### config.mk
export PLATFORM = sky130hd
export DESIGN_NAME = wdt_core
export DESIGN_NICKNAME = d
export VERILOG_FILES = /design/src/rtl/wdt_pkg.sv /design/src/rtl/wdt_tick.sv /design/src/rtl/wdt_countdown.sv /design/src/rtl/wdt_core.sv
export SDC_FILE = /design/constraint.sdc
export NUM_CORES = 1
export LEC_CHECK = 0
export BUFFER_PORTS_ARGS = -buffer_cell sky130_fd_sc_hd__buf_2
export CORE_AREA = 2 2 74 76
export CTS_CLUSTER_DIAMETER = 120
export DETAILED_ROUTE_END_ITERATION = 12
export DIE_AREA = 0 0 76 78
export HOLD_SLACK_MARGIN = 0.1
export PLACE_DENSITY_LB_ADDON = 0.25
export SLEW_MARGIN = 20
export SYNTH_ARGS = -nofsm -noshare
export SYNTH_HDL_FRONTEND = slang
export SYNTH_SLANG_ARGS = --single-unit
### constraint.sdc
create_clock -name clk -period 5.41 [get_ports clk]
set_input_delay 0.541 -clock clk [delete_from_list [all_inputs] [get_ports clk]]
set_output_delay 0.541 -clock clk [all_outputs]
set_load 0.01 [all_outputs]
### src/rtl/wdt_pkg.sv
`timescale 1ns/1ps
package wdt_pkg;
    localparam int WDT_AW = 3;
    localparam int WDT_DW = 8;

    typedef enum logic [1:0] {
        ST_IDLE  = 2'd0,
        ST_RUN   = 2'd1,
        ST_FIRED = 2'd2
    } wdt_state_e;

    localparam logic [WDT_AW-1:0] OFS_CTRL   = 3'd0;
    localparam logic [WDT_AW-1:0] OFS_KICK   = 3'd1;
    localparam logic [WDT_AW-1:0] OFS_PERIOD = 3'd2;
    localparam logic [WDT_AW-1:0] OFS_REMAIN = 3'd3;
    localparam logic [WDT_AW-1:0] OFS_CAUSE  = 3'd4;
endpackage

### src/rtl/wdt_tick.sv
`timescale 1ns/1ps
// Millisecond prescaler: one tick every CLK_PER_MS cycles while running.
module wdt_tick #(
    parameter int CLK_PER_MS = 250000
) (
    input  logic clk,
    input  logic rst_n,
    input  logic run,
    input  logic restart,
    output logic tick
);
    localparam int PW = (CLK_PER_MS > 1) ? $clog2(CLK_PER_MS) : 1;
    localparam logic [PW-1:0] PRE_LAST = PW'(CLK_PER_MS - 1);

    logic [PW-1:0] pre_q;
    logic          wrap;

    assign wrap = (pre_q == PRE_LAST);
    assign tick = run && !restart && wrap;

    always_ff @(posedge clk or negedge rst_n) begin
        if (!rst_n) begin
            pre_q <= '0;
        end else if (restart) begin
            pre_q <= '0;
        end else if (run) begin
            pre_q <= wrap ? '0 : pre_q + 1'b1;
        end
    end

    // a tick is always followed by a restarted prescale phase
    p_tick_phase_r2: assert property (@(posedge clk) disable iff (!rst_n)
        tick |=> (pre_q == '0));
endmodule

### src/rtl/wdt_countdown.sv
`timescale 1ns/1ps
// Period counter; FMT_SECONDS picks the exponent or seconds variant.
module wdt_countdown #(
    parameter int FMT_SECONDS = 0,
    parameter int MS_PER_SEC  = 1000,
    parameter int MAX_EXP     = 15,
    parameter int FIELD_W     = 4
) (
    input  logic               clk,
    input  logic               rst_n,
    input  logic               load,
    input  logic               tick,
    input  logic [FIELD_W-1:0] period,
    output logic               done,
    output logic [7:0]         secs_left
);
    // the machine never loads an empty period
    p_period_nonzero_r3: assert property (@(posedge clk) disable iff (!rst_n)
        load |-> (period != '0));

    generate
        if (FMT_SECONDS != 0) begin : g_sec
            localparam int MW = $clog2(MS_PER_SEC);
            localparam logic [MW-1:0] MS_LAST = MW'(MS_PER_SEC - 1);

            logic [MW-1:0] ms_q;
            logic [7:0]    sec_q;
            logic          ms_zero;

            assign ms_zero   = (ms_q == '0);
            assign done      = tick && ms_zero && (sec_q == 8'd1);
            assign secs_left = sec_q;

            always_ff @(posedge clk or negedge rst_n) begin
                if (!rst_n) begin
                    ms_q  <= '0;
                    sec_q <= '0;
                end else if (load) begin
                    ms_q  <= MS_LAST;
                    sec_q <= period[7:0];
                end else if (tick) begin
                    if (ms_zero) begin
                        ms_q <= MS_LAST;
                        if (sec_q != 8'd0) sec_q <= sec_q - 8'd1;
                    end else begin
                        ms_q <= ms_q - 1'b1;
                    end
                end
            end

            // remaining seconds only rise on a load
            p_secs_monotonic_r7: assert property (@(posedge clk) disable iff (!rst_n)
                !load |=> (sec_q <= $past(sec_q)));
        end else begin : g_exp
            localparam int CW = MAX_EXP + 1;

            logic [CW-1:0] cnt_q;

            assign done      = tick && (cnt_q == CW'(1));
            assign secs_left = 8'd0;

            always_ff @(posedge clk or negedge rst_n) begin
                if (!rst_n) begin
                    cnt_q <= '0;
                end else if (load) begin
                    cnt_q <= CW'(1) << period;
                end else if (tick && (cnt_q != '0)) begin
                    cnt_q <= cnt_q - 1'b1;
                end
            end

            // a load always leaves a non-empty count
            p_load_nonzero_r2: assert property (@(posedge clk) disable iff (!rst_n)
                load |=> (cnt_q != '0));
        end
    endgenerate
endmodule

### src/rtl/wdt_core.sv
`timescale 1ns/1ps
module wdt_core #(
    parameter int FMT_SECONDS = 0,
    parameter int RESET_MODE  = 1,
    parameter int CLK_PER_MS  = 250000,
    parameter int MS_PER_SEC  = 1000,
    parameter int MAX_EXP     = 15
) (
    input  logic                       clk,
    input  logic                       por_n,
    input  logic                       sys_rst_n,
    input  logic                       bus_wr,
    input  logic [wdt_pkg::WDT_AW-1:0] bus_addr,
    input  logic [wdt_pkg::WDT_DW-1:0] bus_wdata,
    output logic [wdt_pkg::WDT_DW-1:0] bus_rdata,
    output logic                       wd_reset_o,
    output logic                       wd_alarm_o
);
    import wdt_pkg::*;

    localparam int DW      = WDT_DW;
    localparam int MIN_EXP = $clog2(MS_PER_SEC);
    localparam int EXP_W   = $clog2(MAX_EXP + 1);
    localparam int FIELD_W = (FMT_SECONDS != 0) ? DW : EXP_W;
    localparam logic [FIELD_W-1:0] PERIOD_RST =
        FIELD_W'((FMT_SECONDS != 0) ? 1 : MIN_EXP);

    logic       core_rst_n;
    logic       wr_ctrl, wr_kick, wr_period, wr_cause;
    logic       load, tick, done;
    logic [7:0] secs_left;
    logic [FIELD_W-1:0] period_q;
    logic       cause_q;
    logic       rst_q, alarm_q;
    wdt_state_e state_q, state_d;

    assign core_rst_n = por_n & sys_rst_n;
    assign wr_ctrl    = bus_wr && (bus_addr == OFS_CTRL);
    assign wr_kick    = bus_wr && (bus_addr == OFS_KICK);
    assign wr_period  = bus_wr && (bus_addr == OFS_PERIOD);
    assign wr_cause   = bus_wr && (bus_addr == OFS_CAUSE);

    function automatic logic [FIELD_W-1:0] clamp_field(input logic [DW-1:0] d);
        int unsigned v;
        v = {{(32-DW){1'b0}}, d};
        if (FMT_SECONDS != 0) begin
            if (v == 0) v = 1;
        end else begin
            if (v < MIN_EXP)      v = MIN_EXP;
            else if (v > MAX_EXP) v = MAX_EXP;
        end
        return v[FIELD_W-1:0];
    endfunction

    // Period field: written any time, used at the next load.
    always_ff @(posedge clk or negedge core_rst_n) begin
        if (!core_rst_n)    period_q <= PERIOD_RST;
        else if (wr_period) period_q <= clamp_field(bus_wdata);
    end

    // Next-state logic
    always_comb begin
        state_d = state_q;
        load    = 1'b0;
        unique case (state_q)
            ST_IDLE: begin
                if (wr_ctrl && bus_wdata[0]) begin
                    state_d = ST_RUN;
                    load    = 1'b1;
                end
            end
            ST_RUN: begin
                if (wr_ctrl && !bus_wdata[0])  state_d = ST_IDLE;
                else if (wr_kick && bus_wdata[0]) load = 1'b1;
                else if (done)                 state_d = ST_FIRED;
            end
            ST_FIRED: begin
                if (wr_ctrl && !bus_wdata[0]) state_d = ST_IDLE;
            end
            default: state_d = ST_IDLE;
        endcase
    end

    // State register
    always_ff @(posedge clk or negedge core_rst_n) begin
        if (!core_rst_n) state_q <= ST_IDLE;
        else             state_q <= state_d;
    end

    // Output register
    always_ff @(posedge clk or negedge core_rst_n) begin
        if (!core_rst_n) begin
            rst_q   <= 1'b0;
            alarm_q <= 1'b0;
        end else begin
            rst_q   <= (RESET_MODE != 0) && (state_d == ST_FIRED);
            alarm_q <= (RESET_MODE == 0) && (state_q == ST_RUN) && (state_d == ST_FIRED);
        end
    end

    assign wd_reset_o = rst_q;
    assign wd_alarm_o = alarm_q;

    // Cause flag: only power-on reset clears it
    always_ff @(posedge clk or negedge por_n) begin
        if (!por_n) begin
            cause_q <= 1'b0;
        end else if ((RESET_MODE != 0) && (state_q == ST_RUN) && (state_d == ST_FIRED)) begin
            cause_q <= 1'b1;
        end else if (wr_cause && bus_wdata[0]) begin
            cause_q <= 1'b0;
        end
    end

    // Read mux
    always_comb begin
        case (bus_addr)
            OFS_CTRL:   bus_rdata = {{(DW-1){1'b0}}, (state_q != ST_IDLE)};
            OFS_PERIOD: bus_rdata = DW'(period_q);
            OFS_REMAIN: bus_rdata = secs_left;
            OFS_CAUSE:  bus_rdata = {{(DW-1){1'b0}}, cause_q};
            default:    bus_rdata = '0;
        endcase
    end

    wdt_tick #(.CLK_PER_MS(CLK_PER_MS)) tick_i (
        .clk     (clk),
        .rst_n   (core_rst_n),
        .run     (state_q == ST_RUN),
        .restart (load),
        .tick    (tick)
    );

    wdt_countdown #(
        .FMT_SECONDS (FMT_SECONDS),
        .MS_PER_SEC  (MS_PER_SEC),
        .MAX_EXP     (MAX_EXP),
        .FIELD_W     (FIELD_W)
    ) count_i (
        .clk       (clk),
        .rst_n     (core_rst_n),
        .load      (load),
        .tick      (tick),
        .period    (period_q),
        .done      (done),
        .secs_left (secs_left)
    );

    // alarm is a single-cycle pulse
    p_alarm_single_r9: assert property (@(posedge clk) disable iff (!core_rst_n)
        wd_alarm_o |=> !wd_alarm_o);

    // reset request holds until DISARM or reset
    p_reset_level_r8: assert property (@(posedge clk) disable iff (!core_rst_n)
        (wd_reset_o && !(wr_ctrl && !bus_wdata[0])) |=> wd_reset_o);

    // the two expiry outputs never coincide
    p_outputs_exclusive_r8: assert property (@(posedge clk) disable iff (!core_rst_n)
        wd_reset_o |-> !wd_alarm_o);

    // cause flag stays set unless cleared by write or power-on
    p_cause_sticky_r11: assert property (@(posedge clk) disable iff (!por_n)
        (cause_q && !(wr_cause && bus_wdata[0])) |=> cause_q);
endmodule

== Yosys cells after proc, flatten, opt, wreduce, memory -nomap -nowiden ==
Index checks and enable logic that the tools add are counted.
W data, S select, Z words.

* Bits in latches: 0
* Memories: 0
* Memory bits (writable): 0
* Register bits: 42
* Logic and storage cells: 62
* Output and inout bits: 10
* Input bits: 15
* ROM bits: 0

* Multipliers: 0
* Reductions and logical operators: 22
* Div/mod/pow operators: 0
* Multiplexer cells: 20
* Shift-type cells: 1
* $lt $le $gt $ge: 2
* Equal/unequal tests: 8
* Add/sub/neg operators: 2
* Bitwise operators: 1

{| class="wikitable"
|+ Operators by type and width
! cell !! number
|-
| $mux W18 || 3
|-
| $mux W16 || 2
|-
| $add A18 B1 Y18 const B || 1
|-
| $eq A18 B18 Y1 const B || 1
|-
| $eq A16 B1 Y1 const B || 1
|-
| $reduce_bool A16 Y1 || 1
|-
| $shl A1 B4 Y16 const A || 1
|-
| $sub A16 B1 Y16 const B || 1
|-
| $logic_and A1 B1 Y1 || 13
|-
| $pmux W4 S3 || 1
|-
| $mux W2 || 5
|-
| $gt A8 B4 Y1 const B || 1
|-
| $lt A8 B4 Y1 const B || 1
|-
| $mux W4 || 2
|-
| $reduce_bool A2 Y1 || 4
|-
| $pmux W2 S3 || 1
|-
| $mux W1 || 5
|-
| $eq A2 B2 Y1 const B || 2
|-
| $eq A3 B1 Y1 const B || 1
|-
| $eq A3 B2 Y1 const B || 1
|-
| $eq A3 B3 Y1 const B || 1
|-
| $logic_not A3 Y1 || 1
|-
| $eq A2 B1 Y1 const B || 1
|-
| $logic_not A1 Y1 || 2
|-
| other kinds (3) || 3
|}

== Logic depth before layout (Yosys ltp) ==
* Word-level depth: 17
* Depth in mapped cells: 9
* Gate-level depth less buffers: 7

== Hierarchy ==
A second synthesis with hierarchy kept.

* Cells, all modules: 315
* Area total of the unflattened synthesis: 2762.6 um^2

{| class="wikitable"
|+ Modules (own cells, without submodules)
! module !! area an instance (um^2) !! instances !! cells an instance
|-
| wdt_countdown || 1136.1 || 1 || 138
|-
| wdt_tick || 1044.8 || 1 || 117
|-
| wdt_core || 581.8 || 1 || 60
|}

== Least setup slack after synthesis ==
No wires, ideal clock.

* Path kind: reg2reg
* Start: register count_i.g_exp.cnt_q[6]
* End: register cause_q
* Path slack: 2.958 ns
* Library setup time: 0.077 ns
* Data arrival time: 2.375 ns
* Path buffers: 0
* Cell stages (with the launch flop): 6
* Path through: dfrtp_1 -> or4_4 -> or4_1 -> or4_4 -> o41a_1 -> a21oi_1

* Longest elaborated chain between the ends: 9
* Elaborated cells between the ends (all ways): 10
* Classes of those cells: eq/ne (2); mux (5); reduce/logical (3)

{| class="wikitable"
|+ RTL lines
! what !! line !! RTL
|-
| start, declared || wdt_countdown.sv:57 || <nowiki>logic [CW-1:0] cnt_q;</nowiki>
|-
| start signal, assigned || wdt_countdown.sv:66 || <nowiki>cnt_q <= CW'(1) << period;</nowiki>
|-
| start signal, assigned || wdt_countdown.sv:68 || <nowiki>cnt_q <= cnt_q - 1'b1;</nowiki>
|-
| $eq A16 B1 Y1 (*) || wdt_countdown.sv:59 || <nowiki>assign done = tick && (cnt_q == CW'(1));</nowiki>
|-
| $logic_and A1 B1 Y1 (*) || wdt_countdown.sv:59 ||
|-
| $mux W2 (*) || wdt_core.sv:75 || <nowiki>else if (done) state_d = ST_FIRED;</nowiki>
|-
| $mux W2 (*) || wdt_core.sv:74 || <nowiki>else if (wr_kick && bus_wdata[0]) load = 1'b1;</nowiki>
|-
| $mux W2 (*) || wdt_core.sv:73 || <nowiki>if (wr_ctrl && !bus_wdata[0]) state_d = ST_IDLE;</nowiki>
|-
| $pmux W2 S3 (*) || wdt_core.sv:65 || <nowiki>unique case (state_q)</nowiki>
|-
| $eq A2 B2 Y1 (*) || wdt_core.sv:108 || <nowiki>end else if ((RESET_MODE != 0) && (state_q == ST_RUN) && (state_d == ST_FIRED)) begin</nowiki>
|-
| $logic_and A1 B1 Y1 (*) || wdt_core.sv:108 ||
|-
| $mux W1 / $reduce_bool A2 Y1 (equally long branches) || -- ||
|-
| end signal, assigned || wdt_core.sv:107 || <nowiki>cause_q <= 1'b0;</nowiki>
|-
| end signal, assigned || wdt_core.sv:109 || <nowiki>cause_q <= 1'b1;</nowiki>
|-
| end signal, assigned || wdt_core.sv:111 || <nowiki>cause_q <= 1'b0;</nowiki>
|-
| end, declared || wdt_core.sv:33 || <nowiki>logic cause_q;</nowiki>
|}

Every way passes the cells marked *; elsewhere a longest branch is shown, timed or not.
A chain may end at the register's enable or synchronous reset.

== Worst setup path after layout ==
* Start: register tick_i.pre_q[6]
* End: register cause_q

* Longest elaborated chain between the ends: 10
* Elaborated cells between the ends (all ways): 11
* Classes of those cells: eq/ne (2); mux (5); reduce/logical (4)

{| class="wikitable"
|+ RTL lines
! what !! line !! RTL
|-
| start, declared || wdt_tick.sv:15 || <nowiki>logic [PW-1:0] pre_q;</nowiki>
|-
| start signal, assigned || wdt_tick.sv:27 || <nowiki>pre_q <= wrap ? '0 : pre_q + 1'b1;</nowiki>
|-
| $eq A18 B18 Y1 (*) || wdt_tick.sv:18 || <nowiki>assign wrap = (pre_q == PRE_LAST);</nowiki>
|-
| $logic_and A1 B1 Y1 (*) || wdt_tick.sv:19 || <nowiki>assign tick = run && !restart && wrap;</nowiki>
|-
| $logic_and A1 B1 Y1 (*) || wdt_countdown.sv:59 ||
|-
| $mux W2 (*) || wdt_core.sv:75 ||
|-
| $mux W2 (*) || wdt_core.sv:74 ||
|-
| $mux W2 (*) || wdt_core.sv:73 ||
|-
| $pmux W2 S3 (*) || wdt_core.sv:65 ||
|-
| $eq A2 B2 Y1 (*) || wdt_core.sv:108 ||
|-
| $logic_and A1 B1 Y1 (*) || wdt_core.sv:108 ||
|-
| $mux W1 / $reduce_bool A2 Y1 (equally long branches) || -- ||
|}

Marks and branches as above.

==> metrics.md <==
| Metric | Value |
|---|---|
| Average size of a mapped cell | between 8 and 9 µm² |
| Hold Vio Cnt, Final | 0 |
| Die area | slightly below 0.006 mm² |
| Routed vias | roughly 2500 |
| Least-Margin Pin Slew | 1060 ps |
| Reg2reg path depth | 5 |
| Synth Register Bits | 42 |
| Antenna-violating nets left | 0 |
| Area of placed instances | roughly 0.0028 mm² |
| EDFF count, synth | 0 |
| Post-Syn Area | between 0.002 and 0.003 mm² |
| N_diodes | 0 |
| Worst Setup End Kind | register |
| Drt wl/cell | 15.7 µm |
| Routed WL | 6300 µm |
| Area leader, netlist | dfrtp_1 |
| Final instance area | 0.00296 mm² |
| First DRT Iteration DRCs | 347 |
| Pins Over Slew Limit | 0 |
| # setup viols final | 0 |
| Crit start category | register |
| Layout cells sized above 1 | between 10 and 15% |
| Cells after Synth | 321 |
| Critical path buffers and inverters | 0 |
| CP Data Required Time | 5630 ps |
| Drc violations | 0 |
| WS Path Type | reg2reg |
| CTS Root Cell | clkbuf_8 |
| Worst r2r dst | cause_q |
| Clock Sinks | 42 |
| Global-route congestion overflow total | 0 |
| Die width | 76 µm |
| Leading post-synthesis cells by cell area | dfrtp_1 37%, nor4_1 3.9%, xnor2_1 3.9% |
| Post-Place Cells | 393 |
| Yosys Warn Count | 0 |
| Period utilisation layout | between 50% and 60% |
| CP cell instances | nor4b_1 > nand4_1 > or4_4 > o41a_1 > a21oi_1 |
| Overall Global Routing Usage | a little under a quarter |
| Commonest cells after routing, fill and taps aside | 40 x dfrtp_1, 21 x nor2_1, 20 x nand2_1, 19 x buf_2 |
| Register area share after synthesis | 39.0% |
| Area Growth Syn to Fin | 9.54% |
| IR drop worst, VDD | 0.257 mV |
| Hold Crit Class | in2async |
| Clk_skew | 11.1 ps |
| Rel. slew slack | 28.8% |
| DP HPWL | around 4400 µm |
| H-Tree Depth | 2 |
| Core Box Area | 0.00504 mm² |
| Non-Filler Instances | approximately 400 |
| Commonest non-fill, non-tap cell in the layout | dfrtp_1 |
| Vias in the first global route | between 2000 and 2500 |
| Post-CTS sizing | 0 |
| Pleak | 1.21 nW |
| Vias/cell | between 6 and 7 |
| Setup_tns | 0 ps |
| R2r setup slk | around 2600 ps |
| RSZ-0062 raised after global routing | no |
| Maximum clock frequency | 355 MHz |
| Worst path slowest cell | or4_4 |
| TritonRoute pass-1 iters | 6 |
| Post-CTS Repair Setup Buffers | 0 |
| Row count | 26 |
| First-pass GRT wire length | 11000 µm |
| PwrDens | 331 mW/mm² |
| Starting Density | 53.6% |
| Clock buffer count from CTS | 5 |
| Kind of cell adding the most delay to the critical path | simple AND/OR/NAND/NOR gates |
| CTS tree | built |
| Cell variety after synth | 51 |
| Crit-path max FO | 16 |
| Async SR Flop Fraction | 100% |
| Antenna violations before repair | 0 |
| Die Y | 78 µm |
| Cts hold-fix bufs | 1 |
| CP Data Arrival Time | 3040 ps |
| Clock slew at reported path FFs | around 100 ps |
| Max incr delay on CP | between 700 and 800 ps |
| Ports | 25 |
| Nets@finish | 349 |
| Yosys top cell area share | approximately 37% |
| Largest net degree at the start of global routing | 42 |
| CTS max path bufs | 2 |
| Launch point of the worst reg-to-reg path | tick_i.pre_q[6] |
| Max Cap Viol | 0 |
| Status | complete, no violations |
| GP Congestion | a little over 0.8 |
| Levels on crit path | 5 |
| Port Buffers | 19 |
| Final core utilization | around 59% |
| Min cycle time layout | 2820 ps |
| Ys flop type | dfrtp_1 |
| Clk_lat worst skew | 300 ps |
kinds of logic (layout without fill, tap and decap cells):
| logic type | after synthesis | in the layout | share of synthesized area [%] |
|---|---|---|---|
| XOR/XNOR | 14 | 14 | 4.54 |
| AND/OR/NAND/NOR | 150 | 150 | 31.8 |
| AO/OA/AOI/OAI | 73 | 73 | 16.7 |
| flip-flops | 42 | 42 | 39.0 |
| buffers and inverters | 36 | 43 | 5.69 |
| multiplexers | 2 | 2 | 0.787 |
| adder cells (fa/ha/maj) | 3 | 3 | 1.39 |
| other | 1 | 5 | 0.139 |
metrics by stage:
| step | total power [W] | setup slack [ps] | hold slack (ps) |
|---|---|---|---|
| CTS | 0.000978 | 2610 | 543 |
| detailed placement | 0.000672 | 2680 | 329 |
| global placement | 0.000667 | 2690 | 326 |
| global route | 0.00103 | 2350 | 556 |
| floorplan | 0.000609 | 2960 | 245 |
| finish | 0.000980 | 2590 | 499 |
cell usage after synthesis, types with 9 or more instances:
| cell | n |
|---|---|
| o21ai_0 | 18 |
| inv_1 | 14 |
| clkbuf_1 | 16 |
| nor3_1 | 12 |
| o21ai_1 | 14 |
| nor4_1 | 17 |
| and2_1 | 9 |
| a21oi_1 | 13 |
| dfrtp_1 | 40 |
| nand2_1 | 20 |
| nor2_1 | 21 |
| xnor2_1 | 12 |
| nand3_1 | 18 |
| nand4_1 | 12 |
area by class of cell:
class                      instances  area, µm²
clock buffer                       5       68.8
clock inverter                     3       68.8
fill                             457       2080
inverter                          14       52.6
multi-input combinational        247       1520
sequential                        42       1050
tap                               70       87.6
timing repair buffer              21        113
metal layers:
metal / vias up / global-route usage, % / share of wire, %
met3: 9 / 3.37 / 5.2
met5: - / 0 / 0
met4: 0 / 6.55 / 1.2
li1: 1209 / - / -
met1: 1179 / 32.4 / 48
met2: 87 / 36.3 / 45
worst register-to-register path, delay by kind of cell, from the launching register on:
kind / cells / cell delay (ps)
simple gates: 3 / 1840
flops: 1 / 420
compound gates: 2 / 490
worst max path at each step:
stage | from | end | slack [ps]
floorplan | count_i.g_exp.cnt_q[6] | cause_q | 2960
global placement | tick_i.pre_q[6] | cause_q | 2690
detailed placement | tick_i.pre_q[8] | cause_q | 2680
CTS | tick_i.pre_q[8] | cause_q | 2610
global route | tick_i.pre_q[7] | tick_i.pre_q[9] | 2350
finish | tick_i.pre_q[6] | cause_q | 2590
power breakdown:
group | switching (W) | total, W | internal (W)
Sequential | 0.0000498 | 0.000400 | 0.000350
Clock | 0.000121 | 0.000306 | 0.000185
Combinational | 0.000173 | 0.000274 | 0.000101
sequential cells by signal, summed over array words and instances (netlist names):
name / cells
wd_reset_o: 1
tick_i.pre_q: 18
state_q: 2
cause_q: 1
period_q: 4
count_i.g_exp.cnt_q: 16
Power figures use the tool's default switching activity.
